File: config.mk
export PLATFORM = sky130hd
export DESIGN_NAME = scrub_sched
export DESIGN_NICKNAME = d
export VERILOG_FILES = /design/src/rtl/scrub_pkg.sv /design/src/rtl/scrub_timer.sv /design/src/rtl/scrub_page_ctr.sv /design/src/rtl/scrub_data.sv /design/src/rtl/scrub_sched.sv
export SDC_FILE = /design/constraint.sdc
export NUM_CORES = 1
export LEC_CHECK = 0
export CAP_MARGIN = 10
export CORE_UTILIZATION = 45
export DETAILED_ROUTE_END_ITERATION = 10
export PLACE_DENSITY = 0.95
export REMOVE_ABC_BUFFERS = 1
export SYNTH_ARGS = -nofsm -noshare
export SYNTH_HDL_FRONTEND = slang
export SYNTH_HIERARCHICAL = 1
export SYNTH_SLANG_ARGS = --single-unit
File: constraint.sdc
create_clock -name clk -period 5.5 [get_ports clk]
set_input_delay 1.1 -clock clk [delete_from_list [all_inputs] [get_ports clk]]
set_output_delay 1.1 -clock clk [all_outputs]
set_load 0.05 [all_outputs]
File: src/rtl/scrub_pkg.sv
package scrub_pkg;
  typedef enum logic [2:0] {
    ST_IDLE  = 3'd0,
    ST_ACQ   = 3'd1,
    ST_READ  = 3'd2,
    ST_CHECK = 3'd3,
    ST_WRITE = 3'd4,
    ST_NEXT  = 3'd5,
    ST_LEND  = 3'd6
  } scrub_st_e;
endpackage

File: src/rtl/scrub_timer.sv
module scrub_timer #(
  parameter int INTV_W = 16
) (
  input  logic              clk,
  input  logic              rst,
  input  logic              arm,
  input  logic              kick,
  input  logic [INTV_W-1:0] limit,
  output logic              fire
);
  logic [INTV_W-1:0] cnt_q;

  always_comb fire = arm && (kick || (cnt_q == limit));

  always_ff @(posedge clk) begin
    if (rst || !arm || fire) cnt_q <= '0;
    else                     cnt_q <= cnt_q + INTV_W'(1);
  end
endmodule

File: src/rtl/scrub_page_ctr.sv
module scrub_page_ctr #(
  parameter int PAGES  = 64,
  parameter int PAGE_W = 6
) (
  input  logic              clk,
  input  logic              rst,
  input  logic              step,
  output logic [PAGE_W-1:0] page,
  output logic              last
);
  localparam logic [PAGE_W-1:0] LAST_PG = PAGE_W'(PAGES - 1);

  logic [PAGE_W-1:0] page_q;

  always_comb begin
    page = page_q;
    last = (page_q == LAST_PG);
  end

  always_ff @(posedge clk) begin
    if (rst)       page_q <= '0;
    else if (step) page_q <= last ? '0 : page_q + PAGE_W'(1);
  end
endmodule

File: src/rtl/scrub_data.sv
module scrub_data #(
  parameter int DATA_W = 32,
  parameter int PAGE_W = 6
) (
  input  logic              clk,
  input  logic              rst,
  input  logic              cap_raw,
  input  logic [DATA_W-1:0] raw_in,
  input  logic              cap_fix,
  input  logic [DATA_W-1:0] fix_in,
  input  logic              ue_set,
  input  logic [PAGE_W-1:0] page_in,
  input  logic              write_on,
  output logic [DATA_W-1:0] raw_out,
  output logic [DATA_W-1:0] wr0_en,
  output logic [DATA_W-1:0] wr1_en,
  output logic              ue,
  output logic [PAGE_W-1:0] ue_page
);
  logic [DATA_W-1:0] raw_q, fix_q;
  logic              ue_q;
  logic [PAGE_W-1:0] ue_page_q;

  always_ff @(posedge clk) begin
    if (rst) begin
      raw_q     <= '0;
      fix_q     <= '0;
      ue_q      <= 1'b0;
      ue_page_q <= '0;
    end else begin
      if (cap_raw) raw_q <= raw_in;
      if (cap_fix) fix_q <= fix_in;
      ue_q <= ue_set;
      if (ue_set) ue_page_q <= page_in;
    end
  end

  always_comb begin
    raw_out = raw_q;
    wr1_en  = write_on ? fix_q  : '0;
    wr0_en  = write_on ? ~fix_q : '0;
    ue      = ue_q;
    ue_page = ue_page_q;
  end
endmodule

File: src/rtl/scrub_sched.sv
module scrub_sched
  import scrub_pkg::*;
#(
  parameter int PAGES  = 64,
  parameter int DATA_W = 32,
  parameter int INTV_W = 16,
  localparam int PAGE_W = (PAGES > 1) ? $clog2(PAGES) : 1
) (
  input  logic              clk,
  input  logic              rst,
  input  logic [INTV_W-1:0] interval_i,
  input  logic              kick_i,
  output logic              bank_req_o,
  input  logic              bank_gnt_i,
  input  logic              io_pend_i,
  output logic              io_gnt_o,
  input  logic              io_done_i,
  output logic              cmd_rd_o,
  output logic              cmd_wr_o,
  output logic [PAGE_W-1:0] cmd_page_o,
  input  logic              cmd_done_i,
  input  logic [DATA_W-1:0] rd_data_i,
  output logic [DATA_W-1:0] wr0_en_o,
  output logic [DATA_W-1:0] wr1_en_o,
  output logic              ecc_req_o,
  output logic [DATA_W-1:0] ecc_raw_o,
  input  logic              ecc_ack_i,
  input  logic              ecc_fixed_i,
  input  logic              ecc_fatal_i,
  input  logic [DATA_W-1:0] ecc_data_i,
  output logic              ue_o,
  output logic [PAGE_W-1:0] ue_page_o,
  output logic              busy_o
);
  scrub_st_e st_q, st_d;

  logic              fire, last, step;
  logic              cap_raw, cap_fix, ue_set;
  logic [PAGE_W-1:0] page;

  scrub_timer #(.INTV_W(INTV_W)) u_timer (
    .clk   (clk),
    .rst   (rst),
    .arm   (st_q == ST_IDLE),
    .kick  (kick_i),
    .limit (interval_i),
    .fire  (fire)
  );

  scrub_page_ctr #(.PAGES(PAGES), .PAGE_W(PAGE_W)) u_page (
    .clk  (clk),
    .rst  (rst),
    .step (step),
    .page (page),
    .last (last)
  );

  scrub_data #(.DATA_W(DATA_W), .PAGE_W(PAGE_W)) u_data (
    .clk      (clk),
    .rst      (rst),
    .cap_raw  (cap_raw),
    .raw_in   (rd_data_i),
    .cap_fix  (cap_fix),
    .fix_in   (ecc_data_i),
    .ue_set   (ue_set),
    .page_in  (page),
    .write_on (st_q == ST_WRITE),
    .raw_out  (ecc_raw_o),
    .wr0_en   (wr0_en_o),
    .wr1_en   (wr1_en_o),
    .ue       (ue_o),
    .ue_page  (ue_page_o)
  );

  always_comb begin
    st_d    = st_q;
    step    = 1'b0;
    cap_raw = 1'b0;
    cap_fix = 1'b0;
    ue_set  = 1'b0;
    unique case (st_q)
      ST_IDLE:  if (fire) st_d = ST_ACQ;
      ST_ACQ:   if (bank_gnt_i) st_d = ST_READ;
      ST_READ:  if (cmd_done_i) begin
                  cap_raw = 1'b1;
                  st_d    = ST_CHECK;
                end
      ST_CHECK: if (ecc_ack_i) begin
                  if (ecc_fatal_i) begin
                    ue_set = 1'b1;
                    st_d   = ST_NEXT;
                  end else if (ecc_fixed_i) begin
                    cap_fix = 1'b1;
                    st_d    = ST_WRITE;
                  end else begin
                    st_d = ST_NEXT;
                  end
                end
      ST_WRITE: if (cmd_done_i) st_d = ST_NEXT;
      ST_NEXT: begin
        step = 1'b1;
        if (last)           st_d = ST_IDLE;
        else if (io_pend_i) st_d = ST_LEND;
        else                st_d = ST_READ;
      end
      ST_LEND:  if (io_done_i) st_d = ST_ACQ;
      default:  st_d = ST_IDLE;
    endcase
  end

  always_ff @(posedge clk) begin
    if (rst) st_q <= ST_IDLE;
    else     st_q <= st_d;
  end

  always_comb begin
    busy_o     = (st_q != ST_IDLE);
    bank_req_o = busy_o && (st_q != ST_LEND);
    io_gnt_o   = (st_q == ST_LEND);
    cmd_rd_o   = (st_q == ST_READ);
    cmd_wr_o   = (st_q == ST_WRITE);
    ecc_req_o  = (st_q == ST_CHECK);
    cmd_page_o = page;
  end
endmodule

Word level (Yosys, flattened, before mapping) --
Index checks and enable logic that the tools add are counted.
Cells by class: mux-type cells 24, equal/unequal tests 15, reduce and logical (&&, ||, !) cells 9, bitwise gates (word level) 1, add/subtract/negate cells 2
Operators with widths (count):
- $mux W32 | 2
- $not A32 Y32 | 1
- $mux W3 | 8
- $pmux W3 S7 | 1
- $add A16 B1 Y16 const B | 1
- $eq A16 B16 Y1 | 1
- $mux W1 | 12
- $eq A3 B3 Y1 const B | 3
- $add A6 B1 Y6 const B | 1
- $eq A3 B2 Y1 const B | 2
- $eq A6 B6 Y1 const B | 1
- $mux W6 | 1
- $ne A2 B1 Y1 const B | 3
- $ne A2 B2 Y1 const B | 3
- $reduce_and A6 Y1 | 1
- $eq A3 B1 Y1 const B | 1
- $logic_not A3 Y1 | 1
- $logic_or A1 B1 Y1 | 3
- $ne A3 B3 Y1 const B | 1
- $reduce_bool A3 Y1 | 1
- $logic_and A1 B1 Y1 | 2
- $logic_not A1 Y1 | 1
Storage, ports and cells: input bits 90, output and inout bits 115, register bits after elaboration 96

Logic depth before layout (Yosys ltp) --
depth in word-level cells 5, mapped depth 8

Hierarchy --
Netlist, hierarchy kept.
Modules (own cells, without submodules):
- scrub_data | seq. area each 1421.4 sq um, area each 3051.7 sq um, instances 1, cells an instance 300
- scrub_timer | seq. area each 320.3 sq um, area each 923.4 sq um, instances 1, cells an instance 101
- scrub_sched | seq. area each 60.1 sq um, area each 351.6 sq um, instances 1, cells an instance 47
- scrub_page_ctr | seq. area each 120.1 sq um, area each 274.0 sq um, instances 1, cells an instance 29

Worst setup path after synthesis --
No wires, ideal clock.
path kind register to output, start point register st_q[2], end point output port wr0_en_o[22], data required time 4.400 ns, arrival time 2.861 ns, path slack 1.539 ns, cell stages (with the launch flop) 7, cells stage by stage dfxtp_1 -> buf_4 -> inv_1 -> nor3_1 -> buf_2 -> buf_2 -> nor2b_1
On the way: cells in the longest elaborated chain, start to end 2
Ends and longest elaborated chain:
- from (decl) | RTL line scrub_sched.sv:35 | scrub_st_e st_q, st_d;
- from (signal assigned) | RTL line scrub_sched.sv:113 | else st_q <= st_d;
- $eq A3 B3 Y1
- net cmd_wr_o | RTL line scrub_sched.sv:19 | output logic cmd_wr_o,
- $mux W32 | RTL line scrub_data.sv:41 | wr0_en = write_on ? ~fix_q : '0;
- to (decl) | RTL line scrub_sched.sv:23 | output logic [DATA_W-1:0] wr0_en_o,
The timed path passes the listed nets, and every way through them passes these cells.

Final worst setup path --
start point register st_q[2], end point output port wr0_en_o[29]
On the way: cells in the longest elaborated chain, start to end 2
Ends and longest elaborated chain:
- $eq A3 B3 Y1 | RTL line scrub_sched.sv:67 | .write_on (st_q == ST_WRITE),
- $mux W32 | RTL line scrub_data.sv:41
No other way between the ends.

==> run summary <==
fmax: 0.262 GHz
Worst Tran Pin Value: 1160 ps
Synth top cells by count: dfxtp_1, nor2_1, mux2i_1
clock sinks: 96
IO buf count: 204
CTS tree: yes
layout cells sized above 1: 4.50%
gr usage total: 21.8%
Post-DP Area: 6520 um2
# Post-CTS Setup Buffers: 0
HPWL Detailed: 8.83 mm
Synth Area in XOR/XNOR: 6.09%
first-pass GRT wire length: 18.0 mm
ys async rst share: 0%
sequential fraction of the synthesis area: 41.8%
status: completed
routability cong.: 0.848
post-route ant nets: 0
Max Clock Skew: 8.42 ps
First-pass DRT Iterations: 5
worst r2r src: u_timer/cnt_q[0]$_SDFF_PP0_
post-synthesis mux area share: 16.3%
Top FF cell, synth: dfxtp_1
clk slew on worst S/H paths: 90 ps
DRT iter0 DRCs: 92
routed length per placed instance: 14.9 um
Post-route DRC: 0
area of the core: 9820 um2
Rows: 36
count leader, synth: dfxtp_1
# IOs: 205
Cells after Synth: 477
startpoint types: flip-flop
Hold/Removal Path Class: reg -> reg
clk_lat worst skew: 360 ps
die height: 103 um
Rel. slew slack: 22.7%
Die Wd: 103 um
hold path start: u_data/raw_out[8]$_SDFFE_PP0P_
Post-CTS Hold Buffers: 0
routed wire length: 12.0 mm
Synth Register Bits: 96
kind of critical path: reg -> out
Initial Util: 46.9%
nets@finish: 754
diode count: 0
Area Overhead vs Synth: 46.8%
main combinational cell family by area after synthesis: simple AND/OR/NAND/NOR gates
grt total ovfl: 0
Post-CTS Resized: 0
RSZ-0062 raised after global routing: false
largest net degree at the start of global routing: 84
Tcrit/Tclk final: 69.3%
WP data required: 4400 ps
mean post-synth cell area: 9.64 um2
die area: 10,600 um2
post-synthesis compound-gate area fraction: 2.67%
clock root buffer: clkbuf_8
ranking of synthesized cells by area: dfxtp_1, mux2i_1, nor2_1
Max Slew Vio Count: 0
Finished Cell Area: 6750 um2
Crit path arrival time: 2710 ps
Adder-Cell Fraction of Synth Area: 0.544%
crit-path max FO: 65
CP startpoint: st_q[2]$_SDFFE_PP0P_
max-cap violation count: 0
Post-Syn Area: 4600 um2
final design utilization: 68.8%
Synth top area share: 41.8%
peak supply drop: 124 uV
Simple-Gate Fraction of Synth Area: 25.1%
Hold Slack: 504 ps
EDFF count, synth: 0
fin crit period: 3810 ps
Synth area leader: dfxtp_1
Hold Fails Final Rpt: 0
H-Tree Depth: 3
Setup Viol. Count Final: 0
vias in the first global route: 3,829
Cell variety after synth: 47
Via-to-Cell Ratio: 4.92
Via Count: 3,937
Num CTS Buffers: 9
static leakage: 2.31 nW
Ys Warns: 6
PwrDens: 231 nW/um2
clock buffer depth: 2
antenna violations before repair: 0
CP Capture Type: primary output
[final timing paths]
| kind | to | slack (ps) | cells past startpoint |
|---|---|---|---|
| worst max-delay path | wr0_en_o[29] | 1690 | 5 |
| worst min-delay path | u_data/raw_out[8]$_SDFFE_PP0P_ | 500 | 2 |
| worst max register to register | st_q[2]$_SDFFE_PP0P_ | 2920 | 7 |
| worst min register to register | u_data/raw_out[8]$_SDFFE_PP0P_ | 500 | 2 |
[where the power goes]
group | internal (mW) | leakage [nW] | total, mW | switching, mW
Clock | 0.301 | 0.116 | 0.538 | 0.238
Sequential | 0.708 | 0.774 | 0.726 | 0.0176
Combinational | 0.135 | 1.42 | 0.298 | 0.163
Total | 1.14 | 2.31 | 1.56 | 0.418
[cells in the final DEF (no fill, tap or decap), types with 4 or more instances in the layout]
master	count
clkdlybuf4s50_1	203
dfxtp_1	96
nor2_1	81
mux2i_1	74
nor2b_1	37
and2_1	33
xnor2_1	25
nor3_1	19
nand4_1	12
clkbuf_8	9
xor2_1	7
nand2_1	6
inv_1	5
nand2b_1	5
nand3_1	5
nor4_1	4
[metal layers]
metal	wire length [um]	vias to the layer above	part of all wire [%]	GRT usage, %
met1	4870	1809	41	25.1
met2	5980	149	50	38.4
li1	-	1961	-	-
met3	920	18	7.7	5.90
met4	193	0	1.6	8.56
met5	0	-	0	0
[worst max-delay path, cell delays in order, from the launching register on]
cell and delay, ps:
dfxtp_1 580, inv_1 160, nor3_2 120, buf_4 410, nor2b_1 230, clkdlybuf4s50_1 830
[area by class of cell]
| class | count | area (um2) |
|---|---|---|
| sequential | 96 | 1920 |
| clock inverter | 6 | 108 |
| timing repair buffer | 207 | 2060 |
| fill | 735 | 3070 |
| tap | 133 | 166 |
| multi-input combinational | 343 | 2350 |
| inverter | 5 | 18.8 |
| clock buffer | 10 | 128 |
[state kept, by name (all words and copies together) (netlist names)]
| name | cells |
|---|---|
| st_q | 3 |
| u_data/fix_q | 32 |
| u_data/raw_out | 32 |
| u_data/ue | 1 |
| u_data/ue_page | 6 |
| u_page/page | 6 |
| u_timer/cnt_q | 16 |
[metrics by stage]
| stage | power (mW) | setup WS (ps) | instances | setup TNS (ps) |
|---|---|---|---|---|
| 2_1_floorplan | 0.899 | -701 | 444 | -26200 |
| 3_3_place_gp | 1.03 | 2010 | 784 | 0 |
| 3_5_place_dp | 1.04 | 1860 | 784 | 0 |
| 4_1_cts | 1.57 | 1660 | 800 | 0 |
| 5_1_grt | 1.62 | 1500 | 800 | 0 |
| 6_report | 1.56 | 1690 | 800 | 0 |
[logic make-up (layout without fill, tap and decap cells)]
logic type                 count (synthesis)  in the layout
AOI/OAI and AO/OA                         16             16
buffers and inverters                     38            228
muxes                                     75             75
adders and majority gates                  2              2
and+or+nand+nor                          218            218
DFF                                       96             96
xor gates and xnor gates                  32             32
No activity file was read; power rests on OpenSTA's default activity.
